### src/rtl/pin_edge_pkg.sv
package pin_edge_pkg;
    localparam int WORD_W = 32;
    localparam int ADDR_W = 5;

    typedef enum logic [1:0] {
        SEL_ENABLE   = 2'd0,
        SEL_POLARITY = 2'd1,
        SEL_STATUS   = 2'd2,
        SEL_WAKE     = 2'd3
    } reg_sel_e;

    typedef enum logic [1:0] {
        ST_FILL = 2'd0,
        ST_ARM  = 2'd1,
        ST_RUN  = 2'd2
    } arm_state_e;
endpackage

### src/rtl/pin_edge_sync.sv
module pin_edge_sync
    import pin_edge_pkg::*;
#(
    parameter int NUM_PINS    = 36,
    parameter int SYNC_STAGES = 2
) (
    input  logic                clk,
    input  logic                rst_n,
    input  logic [NUM_PINS-1:0] pin_raw,
    output logic [NUM_PINS-1:0] pin_now,
    output logic [NUM_PINS-1:0] pin_prev,
    output logic                run_ok
);
    localparam int CNT_W = $clog2(SYNC_STAGES + 1);
    localparam logic [CNT_W-1:0] FILL_LAST = CNT_W'(SYNC_STAGES - 1);

    logic [SYNC_STAGES-1:0][NUM_PINS-1:0] chain_q;
    logic [NUM_PINS-1:0]                  hist_q;
    arm_state_e                           state_q, state_d;
    logic [CNT_W-1:0]                     cnt_q, cnt_d;

    // synchroniser chain and edge history
    always_ff @(posedge clk or negedge rst_n) begin
        if (!rst_n) begin
            chain_q <= '0;
            hist_q  <= '0;
        end else begin
            chain_q[0] <= pin_raw;
            for (int s = 1; s < SYNC_STAGES; s++) begin
                chain_q[s] <= chain_q[s-1];
            end
            hist_q <= chain_q[SYNC_STAGES-1];
        end
    end

    // start-up sequencer: state register
    always_ff @(posedge clk or negedge rst_n) begin
        if (!rst_n) begin
            state_q <= ST_FILL;
            cnt_q   <= '0;
        end else begin
            state_q <= state_d;
            cnt_q   <= cnt_d;
        end
    end

    // start-up sequencer: next state
    always_comb begin
        state_d = state_q;
        cnt_d   = cnt_q;
        unique case (state_q)
            ST_FILL: begin
                if (cnt_q == FILL_LAST) begin
                    state_d = ST_ARM;
                end else begin
                    cnt_d = cnt_q + 1'b1;
                end
            end
            ST_ARM:  state_d = ST_RUN;
            ST_RUN:  state_d = ST_RUN;
            default: state_d = ST_FILL;
        endcase
    end

    // start-up sequencer: outputs
    always_comb begin
        run_ok = (state_q == ST_RUN);
    end

    assign pin_now  = chain_q[SYNC_STAGES-1];
    assign pin_prev = hist_q;
endmodule

### src/rtl/pin_edge_detect.sv
module pin_edge_detect #(
    parameter int NUM_PINS = 36
) (
    input  logic [NUM_PINS-1:0] pin_now,
    input  logic [NUM_PINS-1:0] pin_prev,
    input  logic [NUM_PINS-1:0] pol,
    input  logic                run_ok,
    output logic [NUM_PINS-1:0] edge_evt
);
    for (genvar p = 0; p < NUM_PINS; p++) begin : g_pin
        logic rose, fell;
        assign rose        = pin_now[p] & ~pin_prev[p];
        assign fell        = ~pin_now[p] & pin_prev[p];
        assign edge_evt[p] = run_ok & (pol[p] ? fell : rose);
    end
endmodule

### src/rtl/pin_edge_regs.sv
module pin_edge_regs
    import pin_edge_pkg::*;
#(
    parameter int NUM_PINS = 36
) (
    input  logic                clk,
    input  logic                rst_n,
    input  logic [2:0]          word_sel,
    input  logic [WORD_W-1:0]   reg_wdata,
    input  logic                reg_we,
    input  logic [NUM_PINS-1:0] edge_evt,
    output logic [WORD_W-1:0]   reg_rdata,
    output logic [NUM_PINS-1:0] en_q,
    output logic [NUM_PINS-1:0] pol_q,
    output logic [NUM_PINS-1:0] stat_q,
    output logic [NUM_PINS-1:0] wake_q
);
    reg_sel_e            sel;
    logic                bank;
    logic [NUM_PINS-1:0] in_bank, wr_bits;
    logic [NUM_PINS-1:0] hit_en, hit_pol, hit_st, hit_wk;
    logic [NUM_PINS-1:0] en_d, pol_d, stat_d, wake_d, src;

    assign sel  = reg_sel_e'(word_sel[2:1]);
    assign bank = word_sel[0];

    for (genvar p = 0; p < NUM_PINS; p++) begin : g_map
        localparam logic BANK_BIT = ((p / WORD_W) == 1) ? 1'b1 : 1'b0;
        assign in_bank[p] = (bank == BANK_BIT);
        assign wr_bits[p] = reg_wdata[p % WORD_W];
    end

    assign hit_en  = {NUM_PINS{reg_we && (sel == SEL_ENABLE)}}   & in_bank;
    assign hit_pol = {NUM_PINS{reg_we && (sel == SEL_POLARITY)}} & in_bank;
    assign hit_st  = {NUM_PINS{reg_we && (sel == SEL_STATUS)}}   & in_bank;
    assign hit_wk  = {NUM_PINS{reg_we && (sel == SEL_WAKE)}}     & in_bank;

    assign en_d   = (en_q   & ~hit_en)  | (wr_bits & hit_en);
    assign pol_d  = (pol_q  & ~hit_pol) | (wr_bits & hit_pol);
    assign wake_d = (wake_q & ~hit_wk)  | (wr_bits & hit_wk);
    // new edge wins over a clear in the same cycle
    assign stat_d = (stat_q & ~(hit_st & wr_bits)) | edge_evt;

    always_ff @(posedge clk or negedge rst_n) begin
        if (!rst_n) begin
            en_q   <= '0;
            pol_q  <= '0;
            stat_q <= '0;
            wake_q <= '0;
        end else begin
            en_q   <= en_d;
            pol_q  <= pol_d;
            stat_q <= stat_d;
            wake_q <= wake_d;
        end
    end

    always_comb begin
        unique case (sel)
            SEL_ENABLE:   src = en_q;
            SEL_POLARITY: src = pol_q;
            SEL_STATUS:   src = stat_q;
            SEL_WAKE:     src = wake_q;
            default:      src = '0;
        endcase
        reg_rdata = '0;
        for (int p = 0; p < NUM_PINS; p++) begin
            if (in_bank[p]) begin
                reg_rdata[p % WORD_W] = src[p];
            end
        end
    end
endmodule

### src/rtl/pin_edge_irq_ctrl.sv
module pin_edge_irq_ctrl
    import pin_edge_pkg::*;
#(
    parameter int NUM_PINS    = 36,
    parameter int SYNC_STAGES = 2
) (
    input  logic                clk,
    input  logic                rst_n,
    input  logic [NUM_PINS-1:0] pin_in,
    input  logic [ADDR_W-1:0]   reg_addr,
    input  logic [WORD_W-1:0]   reg_wdata,
    input  logic                reg_we,
    output logic [WORD_W-1:0]   reg_rdata,
    output logic                irq_out,
    output logic                wake_out
);
    logic [NUM_PINS-1:0] pin_now, pin_prev, edge_evt;
    logic [NUM_PINS-1:0] en_vec, pol_vec, stat_vec, wake_vec;
    logic                run_ok;
    logic [1:0]          unused_addr_bits;

    assign unused_addr_bits = reg_addr[1:0];

    pin_edge_sync #(
        .NUM_PINS   (NUM_PINS),
        .SYNC_STAGES(SYNC_STAGES)
    ) u_sync (
        .clk     (clk),
        .rst_n   (rst_n),
        .pin_raw (pin_in),
        .pin_now (pin_now),
        .pin_prev(pin_prev),
        .run_ok  (run_ok)
    );

    pin_edge_detect #(
        .NUM_PINS(NUM_PINS)
    ) u_detect (
        .pin_now (pin_now),
        .pin_prev(pin_prev),
        .pol     (pol_vec),
        .run_ok  (run_ok),
        .edge_evt(edge_evt)
    );

    pin_edge_regs #(
        .NUM_PINS(NUM_PINS)
    ) u_regs (
        .clk      (clk),
        .rst_n    (rst_n),
        .word_sel (reg_addr[4:2]),
        .reg_wdata(reg_wdata),
        .reg_we   (reg_we),
        .edge_evt (edge_evt),
        .reg_rdata(reg_rdata),
        .en_q     (en_vec),
        .pol_q    (pol_vec),
        .stat_q   (stat_vec),
        .wake_q   (wake_vec)
    );

    assign irq_out  = |(stat_vec & en_vec);
    assign wake_out = |(stat_vec & wake_vec);
endmodule

### config.mk
export PLATFORM = sky130hd
export DESIGN_NAME = pin_edge_irq_ctrl
export DESIGN_NICKNAME = d
export VERILOG_FILES = /design/src/rtl/pin_edge_pkg.sv /design/src/rtl/pin_edge_sync.sv /design/src/rtl/pin_edge_detect.sv /design/src/rtl/pin_edge_regs.sv /design/src/rtl/pin_edge_irq_ctrl.sv
export SDC_FILE = /design/constraint.sdc
export NUM_CORES = 1
export LEC_CHECK = 0
export ABC_AREA = 1
export BUFFER_PORTS_ARGS = -buffer_cell sky130_fd_sc_hd__buf_2
export CAP_MARGIN = 30
export CORE_MARGIN = 1
export CORE_UTILIZATION = 45
export CTS_CLUSTER_SIZE = 24
export DETAILED_ROUTE_END_ITERATION = 8
export MAX_ROUTING_LAYER = met4
export PLACE_DENSITY = 0.73
export SYNTH_ARGS = -nofsm -noshare
export SYNTH_HDL_FRONTEND = slang
export SYNTH_SLANG_ARGS = --single-unit
### constraint.sdc
create_clock -name clk -period 2.16 [get_ports clk]
set_input_delay 0.108 -clock clk [delete_from_list [all_inputs] [get_ports clk]]
set_output_delay 0.108 -clock clk [all_outputs]
set_load 0.02 [all_outputs]
## Word level (Yosys, flattened, before mapping)

Cells that the tools add are included.

| cells by class | value |
|---|---|
| add/sub/neg operators | 1 |
| reductions and logical operators | 10 |
| equality and inequality tests | 7 |
| muxes and demuxes | 71 |
| bitwise logic cells | 204 |

Operator list:

| cell | count |
|---|---|
| 36-bit AND | 14 |
| 36-bit NOT | 4 |
| 36-bit bitwise OR | 4 |
| 36-bit case mux with 4 select lines | 1 |
| 1-bit AND | 108 |
| 1-bit NOT | 74 |
| 36-bit OR reduction | 2 |
| 1-bit 2-to-1 mux | 68 |
| 2-bit by 1-bit == test with 1-bit output (second input constant) | 3 |
| 2-bit == test (second input constant) | 3 |
| 1-bit logical AND | 4 |
| 2-bit zero test | 2 |
| 2-bit case mux with 2 select lines | 1 |
| 2-bit by 1-bit adder with 2-bit output (second input constant) | 1 |
| 2-bit 2-to-1 mux | 1 |
| 2-bit by 1-bit inequality test with 1-bit output (second input constant) | 1 |
| 2-bit AND reduction | 1 |
| 2-bit OR reduction | 1 |

| word-level totals | value |
|---|---|
| logic and storage cells | 302 |
| register bits after elaboration | 256 |
| input bits | 76 |
| output and inout bits | 34 |

## Longest topological paths before layout

| depth | value |
|---|---|
| depth in word-level cells | 7 |
| mapped depth | 8 |
| depth with buffers taken out | 6 |

## Modules after synthesis

Synthesis repeated with hierarchy kept, for this count alone.

| unflattened totals | value |
|---|---|
| cell total of the unflattened synthesis | 1445 |
| area, all modules | 11542.3 um^2 |

By module, submodules not included:

| module | sequential area each (um^2) | cells an instance | instances | area each (um^2) |
|---|---|---|---|---|
| pin_edge_regs | 3603.5 | 890 | 1 | 6760.2 |
| pin_edge_sync | 2802.7 | 171 | 1 | 3201.8 |
| pin_edge_detect | 0.0 | 256 | 1 | 1082.3 |
| pin_edge_irq_ctrl | 0.0 | 128 | 1 | 498.0 |

## Worst setup path after synthesis

Ideal clock, no wire load.

| timing | value |
|---|---|
| path type | reg-to-reg |
| start | register u_sync.state_q[0] |
| end | register u_regs.stat_q[10] |
| cell stages (with the launch flop) | 7 |
| buffers on the path | 2 |
| arrival | 1.268 ns |
| library setup time | 0.083 ns |
| clock period less this slack | 1.350 ns |
| slack | 0.810 ns |
| required time | 2.077 ns |
| path through | dfrtp_1 -> inv_1 -> ha_1 -> clkbuf_1 -> clkbuf_1 -> nand2_1 -> o21ai_0 |

| between the ends | value |
|---|---|
| longest elaborated chain between the ends | 3 |

RTL lines:

| item | line | text |
|---|---|---|
| from (decl) | pin_edge_sync.sv:19 | `arm_state_e state_q, state_d;` |
| from (signal assigned) | pin_edge_sync.sv:42 | `state_q <= state_d;` |
| 2-bit == test | pin_edge_sync.sv:67 | `run_ok = (state_q == ST_RUN);` |
| 1-bit AND | pin_edge_detect.sv:14 | `assign edge_evt[p] = run_ok & (pol[p] ? fell : rose);` |
| 36-bit bitwise OR | pin_edge_regs.sv:42 | `assign stat_d = (stat_q & ~(hit_st & wr_bits)) \| edge_evt;` |
| via u_regs.stat_d[10] | pin_edge_regs.sv:22 | `logic [NUM_PINS-1:0] en_d, pol_d, stat_d, wake_d, src;` |
| to (signal assigned) | pin_edge_regs.sv:53 | `stat_q <= stat_d;` |
| to (decl) | pin_edge_regs.sv:15 | `output logic [NUM_PINS-1:0] stat_q,` |

The timed path passes the listed nets, and every way through them passes these cells.
A chain may end at the register's enable or synchronous reset.

## Worst setup path after layout

| timing | value |
|---|---|
| start | register u_regs.stat_q[8] |
| end | output irq_out |

| between the ends | value |
|---|---|
| longest elaborated chain between the ends | 2 |

RTL lines:

| item | line | text |
|---|---|---|
| 36-bit AND | pin_edge_irq_ctrl.sv:62 | `assign irq_out = \|(stat_vec & en_vec);` |
| 36-bit OR reduction | pin_edge_irq_ctrl.sv:62 |  |
| to (decl) | pin_edge_irq_ctrl.sv:14 | `output logic irq_out,` |

No other way between the ends.

==> results.toml <==
[routing]
drtAntennaViolNets = 0
wl_per_cell_um = 16.3
first_iter_violations = 880
dr.pass1.iters = 5
vias_per_cell = 5.29
vias = 8476
routed_wl_um = 26100
drc = 0

[logic_synthesis]
yosysWarnings = 0
synth.area.top_cells = "dfrtp_1, nand2_1, o21ai_0, inv_1, a21oi_1"
synth_xor_xnor_area_share_pct = 0.0852
post-synth-top-count-cell = "nand2_1"
syn_nets = 1198
syn_area_per_cell_um2 = 9.19
synth_top_family_by_area = "compound AO/OA/AOI/OAI gates"
synth_common_cells = "nand2_1, dfrtp_1, o21ai_0"
synth_simple_gate_area_share_pct = 15.3
synth_adder_area_share_pct = 0.365
synthDistinctLibCells = 25
synth_sequential_area_ratio_pct = 62.3
yosysTopAreaCell = "dfrtp_1"
synth_area_mm2 = 0.0103
synthMuxAreaShare_pct = 0
synth_compound_gate_area_share_pct = 16.9
yosysTopAreaCellShare_pct = 62.3
synth-edff-count = 0
ys_ff_latch = 256
syn_inst = 1119
dominantRegCellSynth = "dfrtp_1"
synthArstFlopShare_pct = 100

[global_route]
grt_max_degree = 70
grt_first_pass_wirelength_um = 43200
gr-total-overflow = 0
grt_pass1_vias = 8392
antenna_found_initial = 0
grt_use_total_pct = 23.8

[hold_path]
min_path_type = "primary input to flop"

[cts]
cts_tree = "built"
cts.sinks = 256
clk_latency_ns = 0.52
clockBufferDepth = 3
ctsResizeCount = 0
cts_root_buf = "clkbuf_16"
clk_pin_slew_ns = 0.06
htree_levels = 1
cts_buffers = 27

[sta]
setup_viol_count_final = 0
fin_worst_skew_ns = 0.00840
max-slew-margin-rel_pct = 61.9
worstMarginPinSlew_ns = 0.572
fin_crit_ns = 1.91
hold_violations = 0
tns_ns = 0
rsz0062_at_grt = "no"
maxSlewViolCount = 0
period_share_pct = 88.6
fmax_mhz = 523

[setup_path]
cp.required_ns = 2.05
crit_type = "flop to output port"
critPathCaptureType = "output port"
start_kind = "flop"
crit_fanout = 4
arrival_ns = 1.80

[power_and_ir_drop]
p_clk_share_pct = 39.3
ir_drop_mv = 0.622
p_per_area_mw_per_mm2 = 942
p_comb_share_pct = 13.2
power_mw = 12.1
p_switching_mw = 3.24
p_seq_share_pct = 47.5
p_sw_share_pct = 26.8
p_leak_nw = 6.22
intPower_mw = 8.85

[layout]
fin_util_pct = 58.1
drive_above_1_share_pct = 14.2
final.fill_count = 1884
final_cells = 1601
nets = 1380
syn2layout_area_growth_pct = 24.8
antenna_cells = 0

[placed_design]
hpwl_um = 16700
portBuffers = 107
globalplace.congestion = 0.865
place_inst = 1483

[die]
pin_count = 110
die_w_um = 153
die_area_mm2 = 0.0235
placementRows = 54
core-area_mm2 = 0.0221
start_util_pct = 46.5
die_h_um = 153

[flow_run]
cap_violations = 0

[run_status]
status = "finished clean"
per-layer routing:
metal	share of wire [%]	track usage [%]
met3	6.6	3.12
met4	2.6	7.98
met1	45	33.0
met2	45	36.4
met5	0	-
final timing paths:
| kind | from | to | slack, ns | cells past startpoint |
|---|---|---|---|---|
| min in group asynchronous | rst_n | u_sync.chain_q[8]$_DFF_PN0_ | 0.13 | 2 |
| max reg2reg | u_sync.state_q[0]$_DFFE_PN0N_ | u_regs.stat_q[9]$_DFF_PN0_ | 0.89 | 5 |
| min | reg_addr[2] | u_regs.stat_q[33]$_DFF_PN0_ | 0.11 | 4 |
| max in group asynchronous | rst_n | async pin | 1.26 | 3 |
| min reg2reg | u_sync.chain_q[7]$_DFF_PN0_ | u_sync.pin_now[7]$_DFF_PN0_ | 0.34 | 0 |
| max | u_regs.stat_q[8]$_DFF_PN0_ | irq_out | 0.25 | 7 |
area by class of cell:
cell class	instances	area (um2)	area share [%]
Timing Repair Buffer	199	1500	11.7
Tap cell	280	350	2.73
Inverter	78	293	2.28
Clock buffer	36	779	6.07
Sequential cell	256	6410	49.9
Clock inverter	13	151	1.18
Multi-Input combinational cell	739	3360	26.2
power by group through the flow:
stage | Sequential (mW) | Clock (mW) | Combinational, mW
3_3_place_gp | 5.78 | 0 | 1.45
3_5_place_dp | 5.81 | 0 | 1.49
5_1_grt | 5.81 | 5.03 | 1.82
6_report | 5.74 | 4.75 | 1.59
2_1_floorplan | 5.69 | 0 | 0.971
4_1_cts | 5.73 | 4.85 | 1.60
kinds of logic after synthesis:
family,after synthesis
adder cells (fa/ha/maj),3
AND/OR/NAND/NOR,396
flip-flops,256
buffers and inverters,124
XOR/XNOR,1
AO/OA/AOI/OAI,339
worst max-delay path: stages (launching register included):
cell     delay, ns
dfrtp_1       0.42
nand2_1       0.11
nand2_1       0.06
nor2_1        0.13
nand2_1       0.07
nor2_1        0.13
nand3_1       0.17
buf_2         0.20
per-stage QoR:
step / area [um2] / setup slack, ns / hold WS [ns]
finish: 12800 / 0.247 / 0.112
global placement: 11200 / 0.562 / 0.102
detailed placement: 11200 / 0.558 / 0.107
CTS: 12800 / 0.234 / 0.0907
global route: 12800 / 0.158 / 0.149
floorplan: 10300 / 0.810 / -0.188
repair_timing:
| action | 4_1_cts | 5_1_grt |
|---|---|---|
| hold buffers | 69 | 0 |
| buffers inserted | 0 | 0 |
| endpoints found under the hold margin | 255 | 0 |
cells in the final DEF, fill, tap and decap left out, types with 2 or more instances in the layout:
cell type and instances:
nand2_1 351, clkbuf_8 7, nand3_1 5, clkinvlp_4 2
nor2_2 2, a31oi_1 28, clkinv_2 7, clkbuf_1 2
inv_1 74, clkbuf_16 27, dfrtp_1 256, nand4_1 14
dlygate4sd3_1 69, nor2_1 19, a21oi_1 36, inv_2 3
nand3_2 2, buf_2 106, o21ai_0 250, bufinv_16 3
buf_12 7, ha_1 3, buf_4 16, o21ai_1 24
(Power assumes the default switching activity.)
